**config.mk**
```make
export PLATFORM = sky130hd
export DESIGN_NAME = sar_serial_reader
export DESIGN_NICKNAME = d
export VERILOG_FILES = /design/src/rtl/sar_rd_pkg.sv /design/src/rtl/sar_sclk_gen.sv /design/src/rtl/sar_frame_seq.sv /design/src/rtl/sar_sample_asm.sv /design/src/rtl/sar_serial_reader.sv
export SDC_FILE = /design/constraint.sdc
export NUM_CORES = 1
export LEC_CHECK = 0
export CORE_ASPECT_RATIO = 0.5
export CORE_MARGIN = 1.5
export CORE_UTILIZATION = 50
export CTS_BUF_LIST = sky130_fd_sc_hd__clkbuf_2
export DETAILED_ROUTE_END_ITERATION = 7
export HOLD_SLACK_MARGIN = 0.15
export PLACE_DENSITY_LB_ADDON = 0.15
export REMOVE_ABC_BUFFERS = 1
export SLEW_MARGIN = 15
export SYNTH_ARGS = -nofsm -noshare
export SYNTH_HDL_FRONTEND = slang
export SYNTH_SLANG_ARGS = --single-unit
```
**constraint.sdc**
```tcl
create_clock -name clk -period 2.5 [get_ports clk]
set_clock_uncertainty 0.1 [all_clocks]
set_input_delay 0.25 -clock clk [delete_from_list [all_inputs] [get_ports clk]]
set_output_delay 0.25 -clock clk [all_outputs]
set_load 0.005 [all_outputs]
```
**src/rtl/sar_rd_pkg.sv**
```systemverilog
package sar_rd_pkg;

  typedef enum logic [1:0] {
    FRM_LONG  = 2'd0,
    FRM_MID   = 2'd1,
    FRM_SHORT = 2'd2,
    FRM_SLEEP = 2'd3
  } frame_kind_e;

  typedef enum logic [1:0] {
    S_IDLE  = 2'd0,
    S_RUN   = 2'd1,
    S_QUIET = 2'd2
  } seq_state_e;

  localparam int LONG_CLKS  = 16;
  localparam int MID_CLKS   = 14;
  localparam int SLEEP_CLKS = 8;
  localparam int LEAD_ZEROS = 2;
  localparam int EDGE_W     = 5;

endpackage

```
**src/rtl/sar_sclk_gen.sv**
```systemverilog
module sar_sclk_gen #(
  parameter int HALF_DIV = 2
) (
  input  logic clk,
  input  logic rst,
  input  logic run,
  output logic sclk,
  output logic fall_stb,
  output logic rise_stb
);
  localparam int CNT_W = (HALF_DIV > 1) ? $clog2(HALF_DIV) : 1;
  localparam logic [CNT_W-1:0] LAST = CNT_W'(HALF_DIV - 1);

  logic [CNT_W-1:0] cnt;
  logic             wrap;

  assign wrap     = run && (cnt == LAST);
  assign fall_stb = wrap && sclk;
  assign rise_stb = wrap && !sclk;

  always_ff @(posedge clk) begin
    if (rst || !run) begin
      cnt  <= '0;
      sclk <= 1'b1;
    end else if (wrap) begin
      cnt  <= '0;
      sclk <= ~sclk;
    end else begin
      cnt <= cnt + 1'b1;
    end
  end

  // a toggle request is followed by the opposite level
  p_toggle_r2: assert property (@(posedge clk) disable iff (rst)
    fall_stb |=> !sclk);

endmodule

```
**src/rtl/sar_frame_seq.sv**
```systemverilog
module sar_frame_seq
  import sar_rd_pkg::*;
#(
  parameter int RES_W     = 12,
  parameter int QUIET_CYC = 2
) (
  input  logic        clk,
  input  logic        rst,
  input  logic        start,
  input  logic [1:0]  mode,
  input  logic        rise_stb,
  output logic        run,
  output logic        cs_n,
  output logic        busy,
  output logic        done,
  output logic        frame_start,
  output frame_kind_e kind_q
);
  localparam int QW = $clog2(QUIET_CYC + 1);
  localparam logic [QW-1:0] Q_LAST = QW'(QUIET_CYC - 1);

  seq_state_e         st;
  logic [EDGE_W-1:0]  rise_cnt;
  logic [EDGE_W-1:0]  len;
  logic [QW-1:0]      qcnt;

  always_comb begin
    case (kind_q)
      FRM_LONG:  len = EDGE_W'(LONG_CLKS);
      FRM_MID:   len = EDGE_W'(MID_CLKS);
      FRM_SHORT: len = EDGE_W'(RES_W + LEAD_ZEROS);
      default:   len = EDGE_W'(SLEEP_CLKS);
    endcase
  end

  assign run         = (st == S_RUN);
  assign frame_start = (st == S_IDLE) && start;

  always_ff @(posedge clk) begin
    if (rst) begin
      st       <= S_IDLE;
      cs_n     <= 1'b1;
      busy     <= 1'b0;
      done     <= 1'b0;
      rise_cnt <= '0;
      qcnt     <= '0;
      kind_q   <= FRM_LONG;
    end else begin
      done <= 1'b0;
      case (st)
        S_IDLE: begin
          if (start) begin
            kind_q   <= frame_kind_e'(mode);
            cs_n     <= 1'b0;
            busy     <= 1'b1;
            rise_cnt <= '0;
            st       <= S_RUN;
          end
        end
        S_RUN: begin
          if (rise_stb) begin
            if (rise_cnt == len - 1'b1) begin
              cs_n <= 1'b1;
              done <= 1'b1;
              qcnt <= '0;
              st   <= S_QUIET;
            end else begin
              rise_cnt <= rise_cnt + 1'b1;
            end
          end
        end
        S_QUIET: begin
          if (qcnt == Q_LAST) begin
            busy <= 1'b0;
            st   <= S_IDLE;
          end else begin
            qcnt <= qcnt + 1'b1;
          end
        end
        default: st <= S_IDLE;
      endcase
    end
  end

  p_edges_in_range_r3: assert property (@(posedge clk) disable iff (rst)
    (st == S_RUN) |-> (rise_cnt < len));

  p_cs_low_in_run_r3: assert property (@(posedge clk) disable iff (rst)
    (st == S_RUN) |-> !cs_n);

  p_start_ignored_r8: assert property (@(posedge clk) disable iff (rst)
    ((st == S_QUIET) && start) |=> cs_n);

  p_busy_covers_frame_r8: assert property (@(posedge clk) disable iff (rst)
    !cs_n |-> busy);

  p_mode_held_r7: assert property (@(posedge clk) disable iff (rst)
    (st == S_RUN) |=> $stable(kind_q));

endmodule

```
**src/rtl/sar_sample_asm.sv**
```systemverilog
module sar_sample_asm
  import sar_rd_pkg::*;
#(
  parameter int RES_W = 12
) (
  input  logic             clk,
  input  logic             rst,
  input  logic             clear,
  input  logic             fall_stb,
  input  logic             sdata,
  input  logic             done,
  input  logic             keep,
  output logic [RES_W-1:0] sample,
  output logic             valid
);
  localparam logic [EDGE_W-1:0] FIRST = EDGE_W'(LEAD_ZEROS);
  localparam logic [EDGE_W-1:0] LIMIT = EDGE_W'(LEAD_ZEROS + RES_W);

  logic [EDGE_W-1:0] fall_cnt;
  logic [RES_W-1:0]  shreg;
  logic              in_window;

  assign in_window = (fall_cnt >= FIRST) && (fall_cnt < LIMIT);

  always_ff @(posedge clk) begin
    if (rst) begin
      fall_cnt <= '0;
      shreg    <= '0;
      sample   <= '0;
      valid    <= 1'b0;
    end else begin
      valid <= 1'b0;
      if (clear) begin
        fall_cnt <= '0;
      end else if (fall_stb) begin
        fall_cnt <= fall_cnt + 1'b1;
        if (in_window) shreg <= {shreg[RES_W-2:0], sdata};
      end
      if (done && keep) begin
        sample <= shreg;
        valid  <= 1'b1;
      end
    end
  end

  p_valid_pulse_r6: assert property (@(posedge clk) disable iff (rst)
    valid |=> !valid);

  p_sleep_silent_r9: assert property (@(posedge clk) disable iff (rst)
    (done && !keep) |=> (!valid && $stable(sample)));

endmodule

```
**src/rtl/sar_serial_reader.sv**
```systemverilog
module sar_serial_reader
  import sar_rd_pkg::*;
#(
  parameter int HALF_DIV  = 2,
  parameter int RES_W     = 12,
  parameter int QUIET_CYC = 2
) (
  input  logic             clk,
  input  logic             rst,
  input  logic             start,
  input  logic [1:0]       mode,
  input  logic             sdata,
  output logic             cs_n,
  output logic             sclk,
  output logic             busy,
  output logic [RES_W-1:0] sample,
  output logic             valid
);
  logic        run, fall_stb, rise_stb, done, frame_start;
  frame_kind_e kind_q;

  sar_sclk_gen #(.HALF_DIV(HALF_DIV)) u_clk (
    .clk(clk), .rst(rst), .run(run),
    .sclk(sclk), .fall_stb(fall_stb), .rise_stb(rise_stb)
  );

  sar_frame_seq #(.RES_W(RES_W), .QUIET_CYC(QUIET_CYC)) u_seq (
    .clk(clk), .rst(rst), .start(start), .mode(mode), .rise_stb(rise_stb),
    .run(run), .cs_n(cs_n), .busy(busy), .done(done),
    .frame_start(frame_start), .kind_q(kind_q)
  );

  sar_sample_asm #(.RES_W(RES_W)) u_asm (
    .clk(clk), .rst(rst), .clear(frame_start), .fall_stb(fall_stb),
    .sdata(sdata), .done(done), .keep(kind_q != FRM_SLEEP),
    .sample(sample), .valid(valid)
  );

  p_sclk_idle_r2: assert property (@(posedge clk) disable iff (rst)
    cs_n |-> sclk);

  p_valid_after_cs_r6: assert property (@(posedge clk) disable iff (rst)
    valid |-> cs_n);

endmodule

```
After elaboration in Yosys (flattened, before gate mapping)

Index checks and enable logic that the tools add are counted.

$add $sub $neg: 5
Magnitude comparators: 2
Eq/ne operators: 13
Mux-type cells: 23
Bitwise logic cells: 4
Reduce and logical (&&, ||, !) cells: 25

Operators by type and width:

| kind                                                                  | number |
|---|---|
| 5-bit one-hot mux with 2 select lines                                 | 2 |
| 4-bit AND reduction                                                   | 4 |
| 5-bit two-way mux                                                     | 3 |
| 2-bit two-way mux                                                     | 7 |
| 5-bit by 1-bit adder with 5-bit output, second input constant         | 2 |
| 2-bit != test, second input constant                                  | 5 |
| 1-bit two-way mux                                                     | 7 |
| 2-bit by 1-bit equality test with 1-bit output, second input constant | 3 |
| 1-bit logical AND                                                     | 6 |
| 2-bit one-hot mux with 3 select lines                                 | 1 |
| 3-bit AND reduction                                                   | 2 |
| 2-bit nonzero test                                                    | 3 |
| 2-bit OR reduction                                                    | 3 |
| 5-bit equality test                                                   | 1 |
| 5-bit by 2-bit >= comparator with 1-bit output, second input constant | 1 |
| 5-bit by 4-bit < comparator with 1-bit output, second input constant  | 1 |
| 5-bit by 1-bit subtractor with 5-bit output, second input constant    | 1 |
| 2-bit equality test, second input constant                            | 2 |
| 2-bit logical NOT                                                     | 2 |
| 2-bit by 1-bit != test with 1-bit output, second input constant       | 2 |
| 1-bit inverter                                                        | 4 |
| 1-bit one-hot mux with 2 select lines                                 | 2 |
| 2-bit one-hot mux with 2 select lines                                 | 1 |
| 3-bit OR reduction                                                    | 1 |
| 5 further kinds                                                       | 6 |

Flip-flop bits (word level): 46
Bits of input ports: 6
Logic and storage cells: 85

Depth between registers and ports, before layout

Gate-level depths: netlist (run 1).

Word-level depth: 8
Depth in mapped cells: 7
Mapped depth without buffers: 7

Hierarchy

From an unflattened synthesis (run 1), not the netlist that was laid out.

Cells, all modules: 214
Area total of the unflattened synthesis: 1960.6 sq um

By module, submodules not included:

| module            | times used | cells each | area each (sq um) |
|---|---|---|---|
| sar_sample_asm    | 1          | 119        | 1144.8 |
| sar_frame_seq     | 1          | 86         | 733.2 |
| sar_sclk_gen      | 1          | 8          | 78.8 |
| sar_serial_reader | 1          | 1          | 3.8 |

Least setup slack after synthesis (run 1)

Ideal clock, no wire load.

Kind: reg2reg
Start point: register u_seq.kind_q[0]
End point: register u_seq.rise_cnt[3]
Library setup time: 0.074 ns
Arrival: 1.749 ns
Required time: 2.326 ns
Path slack: 0.577 ns
Cell stages (with the launch flop): 8
Path buffers: 0
Clock period less this slack: 1.923 ns
Path through: dfxtp_1 inv_1 ha_1 nor2b_1 a22o_1 a21bo_2 or3_1 a31oi_1

Cells in the longest elaborated chain, start to end: 7
Elaborated cells between the ends (all ways): 9
Classes of those cells: add/sub (1); eq/ne (4); mux (1); reduce/logical (3)

Ends and longest elaborated chain:

| element                                                                               | RTL line            | RTL |
|---|---|---|
| start, declared                                                                       | sar_frame_seq.sv:17 | `output frame_kind_e kind_q` |
| start signal, assigned                                                                | sar_frame_seq.sv:53 | `kind_q <= frame_kind_e'(mode);` |
| 2-bit by 1-bit equality test with 1-bit output or 2-bit equality test (tied branches) | sar_frame_seq.sv:28 | `case (kind_q)` |
| 2-bit OR reduction (no source line)                                                   | --                  |  |
| 5-bit one-hot mux with 2 select lines *                                               | sar_frame_seq.sv:28 |  |
| 5-bit by 1-bit subtractor with 5-bit output *                                         | sar_frame_seq.sv:62 | `if (rise_cnt == len - 1'b1) begin` |
| 5-bit equality test *                                                                 | sar_frame_seq.sv:62 |  |
| 2-bit != test (no source line) *                                                      | --                  |  |
| 4-bit AND reduction (no source line) *                                                | --                  |  |
| end signal, assigned                                                                  | sar_frame_seq.sv:68 | `rise_cnt <= rise_cnt + 1'b1;` |
| end, declared                                                                         | sar_frame_seq.sv:23 | `logic [EDGE_W-1:0] rise_cnt;` |

Every way passes the cells marked *; elsewhere a longest branch is shown, timed or not.
A chain may end at the register's enable or synchronous reset.

Final worst setup path (run 1)

Start point: register u_seq.kind_q[0]
End point: register u_seq.rise_cnt[4]

Same word-level chain as after synthesis.

==> results of run 1 <==
[power by group]
part           total, mW  internal (mW)  switching, mW
Combinational     0.0628         0.0289         0.0339
Clock              0.414          0.173          0.242
Sequential         0.751          0.744        0.00743
[cells in the mapped netlist, drive strengths merged, types with 2 or more instances]
library cell	n	area (um2)
mux2i	12	120
nand2	33	124
xor2	4	35.0
nor2	26	97.6
nand4	2	12.5
ha	6	75.1
clkbuf	7	26.3
a31oi	5	31.3
or3	4	25.0
nand2b	4	25.0
inv	6	22.5
xnor2	2	17.5
buf	2	12.5
or2	2	12.5
nand3	10	55.1
nor2b	5	31.3
dfxtp	46	921
a21oi	21	105
o21ai	2	10.0
nor3	2	15.0
[flip-flops by register name (all words and copies together), names as in the netlist]
signal          flops
u_asm.shreg        12
u_seq.st            2
u_seq.qcnt          2
u_seq.kind_q        2
u_seq.rise_cnt      5
u_asm.valid         1
u_asm.fall_cnt      5
u_seq.busy          1
u_clk.sclk          1
u_seq.cs_n          1
u_clk.cnt           1
u_asm.sample       12
u_seq.done          1
[kinds of logic (layout without fill, tap and decap cells)]
logic type	Yosys count	after routing
compound gates	33	33
xor+xnor	6	6
mux	12	12
buf+inv	15	38
simple gates	94	94
flops	46	46
fa+ha+maj	6	6
[path summary, 6_finish.rpt]
kind                   start                end  slack [ns]  cells after the start
max          u_seq.kind_q[0]  u_seq.rise_cnt[4]        0.45                      7
min                  mode[1]    u_seq.kind_q[1]        0.26                      3
max reg2reg  u_seq.kind_q[0]  u_seq.rise_cnt[4]        0.45                      7
min reg2reg  u_asm.sample[9]    u_asm.sample[9]        0.37                      2
[cell type report]
cell class	instances	area, um2	area share
clock buffers	6	30.0	0.0137
clock inverters	2	37.5	0.0171
inverters	6	22.5	0.0103
multi-input cells	151	883	0.403
flip-flops and latches	46	921	0.420
well taps	51	63.8	0.0291
repair buffers	24	233	0.106
[critical path, cell delays in order, from the launching register on]
cell and delay [ns]:
dfxtp_1 0.40, inv_1 0.05, ha_1 0.30, nor2b_1 0.13, a22o_1 0.25, a21bo_2 0.26, or3_1 0.35, a31oi_1 0.16
[metal layers]
layer / track usage / share of wire / vias to the layer above
met3: 0.0591 / 0.037 / 4
li1: - / - / 758
met4: 0.0738 / 0.012 / 0
met1: 0.205 / 0.51 / 651
met2: 0.295 / 0.44 / 22
met5: 0 / 0 / -
==> flow_summary_export.csv, run 1 <==
group,metric,value,unit
outcome,status,"finished, final reports clean",
cells_and_area,mostFrequentLayoutCell,"dfxtp_1",
global_routing,grtUsageTotal,0.174,
setup_path,setup.worst_path.end_class,"flop",
synth,synth_top_family_by_area,"simple AND/OR/NAND/NOR gates",
sta,slew_headroom,0.683,
cells_and_area,nNetsFinal,246,
die,die_w,89.4,um
power_and_ir_drop,powerDensity,561,nW/um2
synth,synth_compound_area_frac,0.101,
cells_and_area,n_fill_cell,323,
die,die_h,46.2,um
synth,ys.flop_type,"dfxtp_1",
synth,synth.mux.area_fraction,0.0644,
global_routing,grt_max_degree,28,
cts,post_cts_buffers,0,
die,io_pins,22,
detailed_routing,drc,0,
placement,place_congestion,0.758,
sta,setup_violations,0,
detailed_routing,wire_per_inst,11.0,um
global_routing,grt_pass1_vias,1195,
synth,ys_types,34,
setup_path,worstPathRequired,2.75,ns
setup_path,crit_fanout,7,
cts,clock_sinks,46,
die,rows,15,
cts,clk_pin_slew,0.23,ns
placement,hpwlAfterDp,2.22,mm
placement,placed_cell_area,2120,um2
cts,cts_htree_levels,2,
placement,numPortBuffers,21,
detailed_routing,via_per_inst,5.02,
global_routing,antenna_found_initial,0,
cts,ctsResizeCount,0,
cells_and_area,final_util,0.624,
global_routing,grt_pass1_wl,5.26,mm
detailed_routing,drtIter0Drc,42,
sta,timing.fmax,0.488,GHz
job,maxCapViolCount,0,
synth,ys_seq_elements,46,
detailed_routing,ant_nets,0,
detailed_routing,dr_total_vias,1435,
synth,synthAdderAreaFrac,0.0402,
detailed_routing,first_pass_iters,4,
cells_and_area,synthToLayoutAreaGrowth,17.4,%
setup_path,critPathLaunchType,"flop",
cells_and_area,layout_common_cells,"dfxtp_1, nand2_1, nor2_1, a21oi_1, clkdlybuf4s50_1",
sta,worst_pin_slew,0.475,ns
worst_hold_path,hold_class,"input port to flop",
cells_and_area,drive_gt1_frac,0.0723,
power_and_ir_drop,ir_drop,0.000243,V
die,design.core.area,3510,um2
synth,syn_avg_cell_area,8.80,um2
synth,synth_enable_flop_cells,0,
cells_and_area,fin_area,2190,um2
global_routing,gr-total-overflow,0,
placement,pre_cts_slack,0.477,ns
synth,synthesis.instances,212,
synth,ys_seq_area_frac,0.494,
sta,hold_viol,0,
power_and_ir_drop,power,1.23,mW
sta,finalSetupTns,0,ns
sta,min_period,2.05,ns
cts,clockBufferDepth,2,
die,die_area,4130,um2
cts,ctsHoldBuffers,0,
placement,placed_cells,278,
sta,setup_ws,0.452,ns
cts,cts-buffers-inserted,5,
synth,synthSimpleGateAreaFrac,0.239,
sta,slew_violations,0,
synth,synth-async-reset-ratio,0,
power_and_ir_drop,leakage,0.860,nW
cells_and_area,fin_cells,286,
setup_path,critPathKind,"flop to flop",
cts,cts_root_buffer,"clkbuf_2",
setup_path,worstPathArrival,2.30,ns
synth,yosysWarnings,0,
die,start_util,0.532,
sta,whs,0.259,ns
synth,synthXorXnorAreaFrac,0.0282,
sta,period_share,0.819,
cells_and_area,diodes,0,
sta,rsz0062_at_grt,"false",
cts,clock_latency,0.40,ns
cts,cts_tree,"done",
detailed_routing,wl,3.15,mm
synth,synth_area,1870,um2
Power figures use the tool's default switching activity.
==> inputs of run 2 (changes only) <==
clock period = 1.8 ns   (was 2.5 ns; I/O delays follow)
==> flow_summary_export.csv, run 2 (synthesized netlist as in run 1, its figures left out) <==
group,metric,value,unit
outcome,status,"finished, final reports clean",
die,start_util,0.532,
cts,cts_tree,"done",
setup_path,critPathSlowestCell,"dfxtp_2",
setup_path,reg2regPathDepth,7,
power_and_ir_drop,p_seq_frac,0.659,
sta,hold_viol,0,
power_and_ir_drop,p_clk_frac,0.272,
cts,clock_latency,0.42,ns
cells_and_area,reg_top3,"u_asm.sample (12), u_asm.shreg (12)",
cells_and_area,final_util,0.658,
power_and_ir_drop,internal_power,1.18,mW
cells_and_area,layout_common_cells,"dfxtp_1, nand2_1, nor2_1, a21oi_1, clkdlybuf4s50_1",
cells_and_area,multi_input_area,937,um2
sta,rsz0062_at_grt,"true",
sta,setup_violations,0,
detailed_routing,wire_per_inst,11.0,um
global_routing,grt_pass1_vias,1322,
sta,setup_ws,0.0190,ns
global_routing,gr-total-overflow,0,
sta,timing.fmax,0.561,GHz
setup_path,r2r_slack,0.02,ns
placement,pre_cts_slack,-0.141,ns
setup_path,worstPathRequired,2.08,ns
power_and_ir_drop,p_switching,400,uW
cts,clk_pin_slew,0.23,ns
cells_and_area,mostFrequentLayoutCell,"dfxtp_1",
placement,hpwlAfterDp,2.28,mm
global_routing,grt_max_degree,29,
power_and_ir_drop,leakage,0.903,nW
setup_path,r2r_start,"u_seq.kind_q[1]",
sta,finalSetupTns,0,ns
cts,cts_root_buffer,"clkbuf_2",
die,die_h,46.2,um
die,die_w,89.4,um
detailed_routing,dr_total_vias,1464,
placement,placed_cell_area,2180,um2
sta,whs,0.185,ns
cts,cts_htree_levels,2,
detailed_routing,drtIter0Drc,59,
global_routing,grt_pass1_wl,5.66,mm
power_and_ir_drop,powerDensity,685,nW/um2
placement,placed_cells,286,
setup_path,max_stage_delay,0.39,ns
global_routing,grtUsageTotal,0.187,
sta,slew_headroom,0.672,
cells_and_area,fin_cells,296,
setup_path,critPathLaunchType,"flop",
sta,min_period,1.78,ns
worst_hold_path,hold_start,"mode[0]",
die,rows,15,
detailed_routing,wl,3.25,mm
detailed_routing,drc,0,
cells_and_area,drive_gt1_frac,0.143,
cells_and_area,n_fill_cell,329,
setup_path,crit_fanout,4,
setup_path,r2r-end,"u_seq.rise_cnt[3]",
cells_and_area,nNetsFinal,256,
detailed_routing,ant_nets,0,
worst_hold_path,hold_class,"input port to flop",
setup_path,cp_cell_sequence,"inv_2 -> ha_4 -> nor2b_1 -> a22o_1 -> a21bo_2 -> or3_1 -> a31oi_1",
worst_hold_path,min_path_cells,3,
die,design.core.area,3510,um2
cells_and_area,fin_area,2310,um2
global_routing,antenna_found_initial,0,
worst_hold_path,whs_endpoint,"u_seq.kind_q[0]",
die,die_area,4130,um2
cts,clockBufferDepth,2,
sta,worst_pin_slew,0.492,ns
cts,clock_sinks,46,
sta,slew_violations,0,
setup_path,critPathKind,"flop to flop",
setup_path,setup.worst_path.end_class,"flop",
power_and_ir_drop,combinationalPowerShare,0.069,
power_and_ir_drop,power,1.58,mW
job,maxCapViolCount,0,
setup_path,worstPathArrival,2.06,ns
cts,cts-buffers-inserted,5,
cells_and_area,diodes,0,
sta,period_share,0.989,
detailed_routing,via_per_inst,4.95,
power_and_ir_drop,switching_share,0.253,
cells_and_area,seqCellArea,923,um2
die,io_pins,22,
detailed_routing,first_pass_iters,4,
cells_and_area,synthToLayoutAreaGrowth,23.9,%
power_and_ir_drop,ir_drop,0.000393,V
placement,numPortBuffers,21,
placement,place_congestion,0.796,
-- run 2: critical path, delay by kind of cell, from the launching register on --
kind                     cells  cell delay (ns)
adder cells (fa/ha/maj)      1             0.22
buffers and inverters        1             0.05
flip-flops                   1             0.39
AO/OA/AOI/OAI                3             0.56
AND/OR/NAND/NOR              2             0.42
-- run 2: final cells by class --
cell class	instances	area share
multi-input combinational	151	0.406
sequential	46	0.400
timing repair buffer	34	0.138
tap	51	0.0276
clock buffer	5	0.0108
inverter	6	0.00975
clock inverter	3	0.00920
-- run 2: layer usage --
| layer | part of all wire | track usage | vias to the layer above | wire [um] |
|---|---|---|---|---|
| met3 | 0.043 | 0.0627 | 6 | 140 |
| li1 | - | - | 776 | - |
| met5 | 0 | 0 | - | 0 |
| met2 | 0.45 | 0.308 | 29 | 1470 |
| met4 | 0.016 | 0.0862 | 0 | 53 |
| met1 | 0.49 | 0.226 | 653 | 1590 |
-- run 2: what timing repair did --
| action | CTS | global route |
|---|---|---|
| gates resized for setup | 10 | 4 |
| cloned | 0 | 0 |
| hold endpoints to repair | 1 | 0 |
| setup endpoints to repair | 6 | 20 |
| pin swaps | 11 | 4 |
| hold buffers | 1 | 0 |
| buffers inserted | 1 | 0 |
-- run 2: worst max path at each step --
stage	startpoint	end	slack, ns	cells after the start
floorplan	u_seq.kind_q[0]	u_seq.rise_cnt[3]	-0.12	7
global placement	u_seq.kind_q[0]	u_seq.rise_cnt[3]	-0.09	7
detailed placement	u_seq.kind_q[0]	u_seq.rise_cnt[3]	-0.14	7
CTS	u_seq.kind_q[1]	u_seq.rise_cnt[3]	0.008	7
global route	u_seq.kind_q[1]	u_seq.rise_cnt[3]	-0.06	7
finish	u_seq.kind_q[1]	u_seq.rise_cnt[3]	0.02	7
-- run 2: power by group through the flow --
stage          Sequential [mW]  Combinational (mW)  Clock (mW)
6_report                  1.04               0.109       0.431
5_1_grt                   1.05               0.123       0.504
4_1_cts                   1.04               0.109       0.460
3_5_place_dp              1.06              0.0975           0
3_3_place_gp              1.06              0.0968           0
2_1_floorplan             1.06              0.0424           0
==> inputs of run 3 (changes only) <==
SKIP_LAST_GASP = 1   (was unset)
==> results of run 3 <==
No change in the layout: final DEF, timing and power equal those of run 2.
